### src/rtl/dbst_pkg.sv
package dbst_pkg;

   typedef enum logic [1:0] {
      DIV_SYNC = 2'b00,
      DIV_X1   = 2'b01,
      DIV_X16  = 2'b10,
      DIV_X64  = 2'b11
   } div_sel_e;

   // Mode register layout, MSB first: bit4 two stops, bit3 even parity,
   // bit2 parity enable, bits1:0 divide/format select.
   typedef struct packed {
      logic     stop2;
      logic     par_even;
      logic     par_en;
      div_sel_e div;
   } mode_t;

   localparam int MODE_W = $bits(mode_t);

endpackage

### src/rtl/dbst_bus_port.sv
module dbst_bus_port
   import dbst_pkg::*;
#(
   parameter int DATA_W = 8
) (
   input  logic              clk,
   input  logic              rst,
   input  logic              cs_n,
   input  logic              cmd_sel,
   input  logic              rd_n,
   input  logic              wr_n,
   input  logic [DATA_W-1:0] din,
   input  logic              ready_i,
   input  logic              empty_i,
   output logic [DATA_W-1:0] dout,
   output mode_t             mode_o,
   output logic              data_wr_o
);

   logic  wr_act;
   logic  wr_prev_q;
   logic  wr_pulse;
   logic  rd_status;
   mode_t mode_q;

   assign wr_act   = !cs_n && !wr_n;
   assign wr_pulse = wr_act && !wr_prev_q;

   always_ff @(posedge clk) begin
      if (rst) begin
         wr_prev_q <= 1'b0;
         mode_q    <= mode_t'('0);
      end else begin
         wr_prev_q <= wr_act;
         if (wr_pulse && cmd_sel)
            mode_q <= mode_t'(din[MODE_W-1:0]);
      end
   end

   assign data_wr_o = wr_pulse && !cmd_sel;
   assign mode_o    = mode_q;

   assign rd_status = !cs_n && !rd_n && cmd_sel;

   always_comb begin
      dout = '0;
      if (rd_status) begin
         dout[0] = ready_i;
         dout[1] = empty_i;
      end
   end

endmodule

### src/rtl/dbst_hold.sv
module dbst_hold #(
   parameter int DATA_W = 8
) (
   input  logic              clk,
   input  logic              rst,
   input  logic              wr_i,
   input  logic [DATA_W-1:0] data_i,
   input  logic              take_i,
   output logic              full_o,
   output logic [DATA_W-1:0] data_o
);

   logic              full_q;
   logic [DATA_W-1:0] data_q;

   always_ff @(posedge clk) begin
      if (rst) begin
         full_q <= 1'b0;
         data_q <= '0;
      end else if (take_i) begin
         full_q <= 1'b0;
      end else if (wr_i && !full_q) begin
         full_q <= 1'b1;
         data_q <= data_i;
      end
   end

   assign full_o = full_q;
   assign data_o = data_q;

endmodule

### src/rtl/dbst_bit_timer.sv
module dbst_bit_timer
   import dbst_pkg::*;
#(
   parameter int DIV_MID = 16,
   parameter int DIV_HI  = 64
) (
   input  logic     clk,
   input  logic     rst,
   input  logic     load_i,
   input  logic     busy_i,
   input  logic     tick_i,
   input  div_sel_e div_sel_i,
   output logic     bit_done_o
);

   localparam int DV_W = $clog2(DIV_HI + 1);

   logic [DV_W-1:0] div_new;
   logic [DV_W-1:0] div_q;
   logic [DV_W-1:0] cnt_q;

   always_comb begin
      case (div_sel_i)
         DIV_X16: div_new = DV_W'(DIV_MID);
         DIV_X64: div_new = DV_W'(DIV_HI);
         default: div_new = DV_W'(1);
      endcase
   end

   assign bit_done_o = busy_i && tick_i && (cnt_q == div_q - DV_W'(1));

   always_ff @(posedge clk) begin
      if (rst) begin
         cnt_q <= '0;
         div_q <= DV_W'(1);
      end else if (load_i) begin
         cnt_q <= '0;
         div_q <= div_new;
      end else if (bit_done_o) begin
         cnt_q <= '0;
      end else if (busy_i && tick_i) begin
         cnt_q <= cnt_q + DV_W'(1);
      end
   end

endmodule

### src/rtl/dbst_shifter.sv
module dbst_shifter
   import dbst_pkg::*;
#(
   parameter int DATA_W   = 8,
   parameter int STOP_MAX = 2
) (
   input  logic              clk,
   input  logic              rst,
   input  logic              load_i,
   input  logic              bit_done_i,
   input  logic [DATA_W-1:0] data_i,
   input  mode_t             mode_i,
   output logic              txd_o,
   output logic              busy_o,
   output logic              last_o
);

   localparam int FRAME_W = 1 + DATA_W + 1 + STOP_MAX;
   localparam int LEN_W   = $clog2(FRAME_W + 1);

   logic               two_stop;
   logic               framed;
   logic               par_bit;
   logic [FRAME_W-1:0] frame;
   logic [LEN_W-1:0]   len;
   logic [FRAME_W-1:0] sh_q;
   logic [LEN_W-1:0]   left_q;
   logic               busy_q;

   generate
      if (STOP_MAX >= 2) begin : g_two_stop
         assign two_stop = mode_i.stop2;
      end else begin : g_one_stop
         assign two_stop = 1'b0;
      end
   endgenerate

   assign framed  = (mode_i.div != DIV_SYNC);
   assign par_bit = mode_i.par_even ? (^data_i) : ~(^data_i);

   // Frame assembled LSB first; unused high bits stay 1 (idle/stop level).
   always_comb begin
      frame = '1;
      len   = '0;
      if (framed) begin
         frame = frame & ~FRAME_W'(1);
         len   = LEN_W'(1);
      end
      frame = (frame & ~({FRAME_W{1'b0}} | (FRAME_W'({DATA_W{1'b1}}) << len)))
            | (FRAME_W'(data_i) << len);
      len   = len + LEN_W'(DATA_W);
      if (mode_i.par_en) begin
         frame = (frame & ~(FRAME_W'(1) << len)) | (FRAME_W'(par_bit) << len);
         len   = len + LEN_W'(1);
      end
      if (framed)
         len = len + (two_stop ? LEN_W'(2) : LEN_W'(1));
   end

   always_ff @(posedge clk) begin
      if (rst) begin
         sh_q   <= '1;
         left_q <= '0;
         busy_q <= 1'b0;
      end else if (load_i) begin
         sh_q   <= frame;
         left_q <= len;
         busy_q <= 1'b1;
      end else if (bit_done_i) begin
         sh_q   <= {1'b1, sh_q[FRAME_W-1:1]};
         left_q <= left_q - LEN_W'(1);
         busy_q <= (left_q != LEN_W'(1));
      end
   end

   assign last_o = bit_done_i && (left_q == LEN_W'(1));
   assign busy_o = busy_q;
   assign txd_o  = busy_q ? sh_q[0] : 1'b1;

endmodule

### src/rtl/dbuf_serial_tx.sv
module dbuf_serial_tx
   import dbst_pkg::*;
#(
   parameter int DATA_W   = 8,
   parameter int DIV_MID  = 16,
   parameter int DIV_HI   = 64,
   parameter int STOP_MAX = 2
) (
   input  logic              clk,
   input  logic              rst,
   input  logic              cs_n,
   input  logic              cmd_sel,
   input  logic              rd_n,
   input  logic              wr_n,
   input  logic [DATA_W-1:0] din,
   output logic [DATA_W-1:0] dout,
   input  logic              tx_clk_en,
   output logic              txd,
   output logic              tx_ready,
   output logic              tx_empty
);

   generate
      if (DATA_W < MODE_W) begin : g_bad_width
         $error("DATA_W must hold the mode register");
      end
      if (DIV_MID < 2 || DIV_HI <= DIV_MID) begin : g_bad_div
         $error("divide factors must satisfy 1 < DIV_MID < DIV_HI");
      end
      if (STOP_MAX < 1 || STOP_MAX > 2) begin : g_bad_stop
         $error("STOP_MAX must be 1 or 2");
      end
   endgenerate

   mode_t             mode;
   logic              data_wr;
   logic              hold_full;
   logic [DATA_W-1:0] hold_data;
   logic              load;
   logic              busy;
   logic              last;
   logic              bit_done;

   assign load     = hold_full && (!busy || last);
   assign tx_ready = !hold_full;
   assign tx_empty = !busy;

   dbst_bus_port #(.DATA_W(DATA_W)) u_bus (
      .clk       (clk),
      .rst       (rst),
      .cs_n      (cs_n),
      .cmd_sel   (cmd_sel),
      .rd_n      (rd_n),
      .wr_n      (wr_n),
      .din       (din),
      .ready_i   (tx_ready),
      .empty_i   (tx_empty),
      .dout      (dout),
      .mode_o    (mode),
      .data_wr_o (data_wr)
   );

   dbst_hold #(.DATA_W(DATA_W)) u_hold (
      .clk    (clk),
      .rst    (rst),
      .wr_i   (data_wr),
      .data_i (din),
      .take_i (load),
      .full_o (hold_full),
      .data_o (hold_data)
   );

   dbst_bit_timer #(.DIV_MID(DIV_MID), .DIV_HI(DIV_HI)) u_timer (
      .clk        (clk),
      .rst        (rst),
      .load_i     (load),
      .busy_i     (busy),
      .tick_i     (tx_clk_en),
      .div_sel_i  (mode.div),
      .bit_done_o (bit_done)
   );

   dbst_shifter #(.DATA_W(DATA_W), .STOP_MAX(STOP_MAX)) u_shift (
      .clk        (clk),
      .rst        (rst),
      .load_i     (load),
      .bit_done_i (bit_done),
      .data_i     (hold_data),
      .mode_i     (mode),
      .txd_o      (txd),
      .busy_o     (busy),
      .last_o     (last)
   );

endmodule

### config.mk
export PLATFORM = sky130hd
export DESIGN_NAME = dbuf_serial_tx
export DESIGN_NICKNAME = d
export VERILOG_FILES = /design/src/rtl/dbst_pkg.sv /design/src/rtl/dbst_bus_port.sv /design/src/rtl/dbst_hold.sv /design/src/rtl/dbst_bit_timer.sv /design/src/rtl/dbst_shifter.sv /design/src/rtl/dbuf_serial_tx.sv
export SDC_FILE = /design/constraint.sdc
export NUM_CORES = 1
export LEC_CHECK = 0
export BUFFER_PORTS_ARGS = -buffer_cell sky130_fd_sc_hd__buf_2
export CORE_MARGIN = 3
export CORE_UTILIZATION = 58
export DETAILED_ROUTE_END_ITERATION = 6
export GPL_ROUTABILITY_DRIVEN = 0
export PLACE_DENSITY = 0.81
export SLEW_MARGIN = 20
export SYNTH_ARGS = -nofsm -noshare
export SYNTH_HDL_FRONTEND = slang
export SYNTH_HIERARCHICAL = 1
export SYNTH_SLANG_ARGS = --single-unit
### constraint.sdc
create_clock -name clk -period 3.95 [get_ports clk]
set_input_delay 0.5925 -clock clk [delete_from_list [all_inputs] [get_ports clk]]
set_output_delay 0.5925 -clock clk [all_outputs]
set_load 0.005 [all_outputs]
==> flow_metrics.env <==
export IMPL_outcome="completed"
export IMPL_vdd_ir_drop_max_mv=0.221
export IMPL_cts_sinks=40
export IMPL_post_place_ws_ns=1.24
export IMPL_hold_buffers=0
export IMPL_cp_end_kind="flop"
export IMPL_rr_startpoint="u_timer/div_q[0]"
export IMPL_synthTopCellsByArea="dfxtp_1 35%, nand2b_1 7.6%, mux2i_1 7.4%"
export IMPL_drv_cap=0
export IMPL_min_from="u_timer/div_q[6]"
export IMPL_drive_above_1_share_pct=16.4
export IMPL_grt_pass1_vias=1678
export IMPL_synthesis_area_um2=2310
export IMPL_n_antenna_cell=0
export IMPL_fmaxAchievable_mhz=368
export IMPL_synth_compound_area_share_pct=9.53
export IMPL_cp_required_ns=4.17
export IMPL_fin_ws_ns=1.23
export IMPL_power_leakage_nw=0.920
export IMPL_synth_edff_count=0
export IMPL_multi_input_area_um2=1370
export IMPL_design_area_um2=2480
export IMPL_path_class="reg -> reg"
export IMPL_first_pass_iters=4
export IMPL_finalSetupViolations=0
export IMPL_tightest_slew_ns=0.755
export IMPL_skew_ns=0.00512
export IMPL_powerDensity_nw_per_um2=343
export IMPL_muxShareOfSynthArea_pct=7.36
export IMPL_post_route_period_util_pct=68.8
export IMPL_wl_um=4270
export IMPL_yosys_warnings=6
export IMPL_ys_seq_elements=40
export IMPL_synth_top_family_by_area="simple AND/OR/NAND/NOR gates"
export IMPL_min_period_ns=2.72
export IMPL_post_drt_wl_per_cell_um=13.2
export IMPL_slew_viol_final=0
export IMPL_crit_path_start_kind="flop"
export IMPL_io_buffers=19
export IMPL_synth_ff_type="dfxtp_1"
export IMPL_startpoint="u_timer/div_q[0]"
export IMPL_num_fill_cells=323
export IMPL_synthCells=259
export IMPL_synth_xor_area_share_pct=9.47
export IMPL_layout_nets=296
export IMPL_num_vias=1747
export IMPL_chipWidth_um=69.1
export IMPL_drc=0
export IMPL_placed_area_um2=2390
export IMPL_clockRootBuffer="clkbuf_8"
export IMPL_area_growth_pct=7.53
export IMPL_gr_total_overflow=0
export IMPL_clk_pin_slew_worst_paths_ns=0.07
export IMPL_coreArea_um2=3740
export IMPL_dieArea_um2=4780
export IMPL_synth_simple_area_share_pct=27.7
export IMPL_use_met2_pct=30.5
export IMPL_fin_cells=323
export IMPL_seq_area_frac_synth_pct=34.7
export IMPL_ys_top_cells_by_count="40 x dfxtp_1, 28 x nand2b_1, 22 x nand2_1, 17 x mux2i_1, 16 x nor2_1"
export IMPL_cts_buffers=5
export IMPL_tns_ns=0
export IMPL_synth_top_area_share_pct=34.7
export IMPL_rsz0062_at_grt="no"
export IMPL_clk_latency_ns=0.29
export IMPL_hold_viol=0
export IMPL_grt_start_max_net_pins=54
export IMPL_synth_most_common_cell="dfxtp_1"
export IMPL_cts_tree="built"
export IMPL_post_cts_setup_buffers=0
export IMPL_drtIter0Drc=85
export IMPL_die_h_um=69.1
export IMPL_cp_max_fo=19
export IMPL_synth_area_per_cell_um2=8.92
export IMPL_grtUsageTotal_pct=18.7
export IMPL_grt_pass1_wl_um=7420
export IMPL_relSlewSlack_pct=49.4
export IMPL_grt_met1_usage_pct=23.8
export IMPL_vias_per_cell=5.41
export IMPL_num_io_pins=26
export IMPL_grt_busiest_layer="met2"
export IMPL_synthArstFlopShare_pct=0
export IMPL_initial_core_util_pct=61.7
export IMPL_cts_path_max_buffers=2
export IMPL_synth_cell_types=42
export IMPL_rows=22
export IMPL_dp_cells=315
export IMPL_dp_hpwl_um=3030
export IMPL_grt_antenna_before_repair=0
export IMPL_cts_resized_gates=0
export IMPL_yosys_area_top_type="dfxtp_1"
export IMPL_synth_fa_ha_area_share_pct=4.11
export IMPL_hold_class="reg -> reg"
export IMPL_regArea_um2=801
export IMPL_htree_levels=2
export IMPL_cp_arrival_ns=2.94
export IMPL_grt_util_met3_pct=4.66
export IMPL_antenna_left=0
kinds of logic (layout without fill, tap and decap cells):
family,after synthesis,count (layout)
XOR/XNOR,20,20
buffers and inverters,31,42
AND/OR/NAND/NOR,111,111
multiplexers,17,17
flip-flops,40,40
other,1,6
AO/OA/AOI/OAI,32,32
adder cells (fa/ha/maj),7,7
final timing paths:
path | to | slack [ns] | depth (start not counted)
setup / recovery | u_hold/data_o[2] | 1.23 | 10
hold / removal | u_timer/div_q[6] | 0.50 | 2
setup reg to reg | u_hold/data_o[2] | 1.23 | 10
hold reg to reg | u_timer/div_q[6] | 0.50 | 2
cell type report:
| type | instances | share of cell area (%) |
|---|---|---|
| Clock buffer | 8 | 3.63 |
| Timing Repair Buffer | 23 | 5.04 |
| Tap cell | 48 | 2.42 |
| Sequential cell | 40 | 32.2 |
| Multi-Input combinational cell | 193 | 55.0 |
| Inverter | 11 | 1.66 |
report_power, final:
part	switching, mW	internal, mW
registers	0.0176	0.423
clock network	0.133	0.142
logic	0.0683	0.0670
total	0.219	0.633
metal layers:
metal  wire (um)  vias up
met4          74        0
met2        2010       42
met1        1990      794
met3         200        9
li1            -      902
met5           0        -
state kept, by name, summed over array words and instances, names as in the netlist:
signal and count:
u_shift/sh_q 10, u_bus/mode_o 5, u_timer/cnt_q 7, u_bus/wr_prev_q 1
u_shift/left_q 4, u_hold/data_o 8, u_shift/busy_o 1, u_hold/full_o 1
u_timer/div_q 3
critical path: stages, from the launching register on:
cell and delay, ns:
dfxtp_1 0.37, inv_1 0.06, ha_1 0.23, xnor2_1 0.15
xnor2_1 0.26, a211oi_4 0.06, and4bb_2 0.25, o21a_1 0.18
buf_4 0.19, nor3b_2 0.63, mux2i_1 0.26
placed cells by master (no fill, tap or decap), types with 6 or more instances in the layout:
| cell | Yosys | final |
|---|---|---|
| ha_1 | 6 | 6 |
| clkbuf_8 | 0 | 6 |
| a211oi_1 | 7 | 7 |
| a21oi_1 | 6 | 6 |
| nor2_1 | 16 | 16 |
| xnor2_1 | 10 | 10 |
| xor2_1 | 7 | 7 |
| conb_1 | 1 | 6 |
| nor4_1 | 9 | 9 |
| nand2_1 | 22 | 22 |
| mux2i_1 | 17 | 17 |
| buf_2 | 3 | 19 |
| inv_1 | 11 | 11 |
| nand2b_1 | 28 | 28 |
| a31oi_1 | 9 | 9 |
| dfxtp_1 | 40 | 40 |
| or2_2 | 7 | 7 |
per-stage QoR:
stage	utilization (%)	hold WS, ns	power, mW
final	66.4	0.497	0.852
after global routing	66.4	0.506	0.896
after CTS	66.4	0.495	0.862
after detailed placement	64.0	0.484	0.585
after global placement	64.0	0.465	0.580
after floorplan	-	0.444	0.556
(Power assumes the default switching activity.)
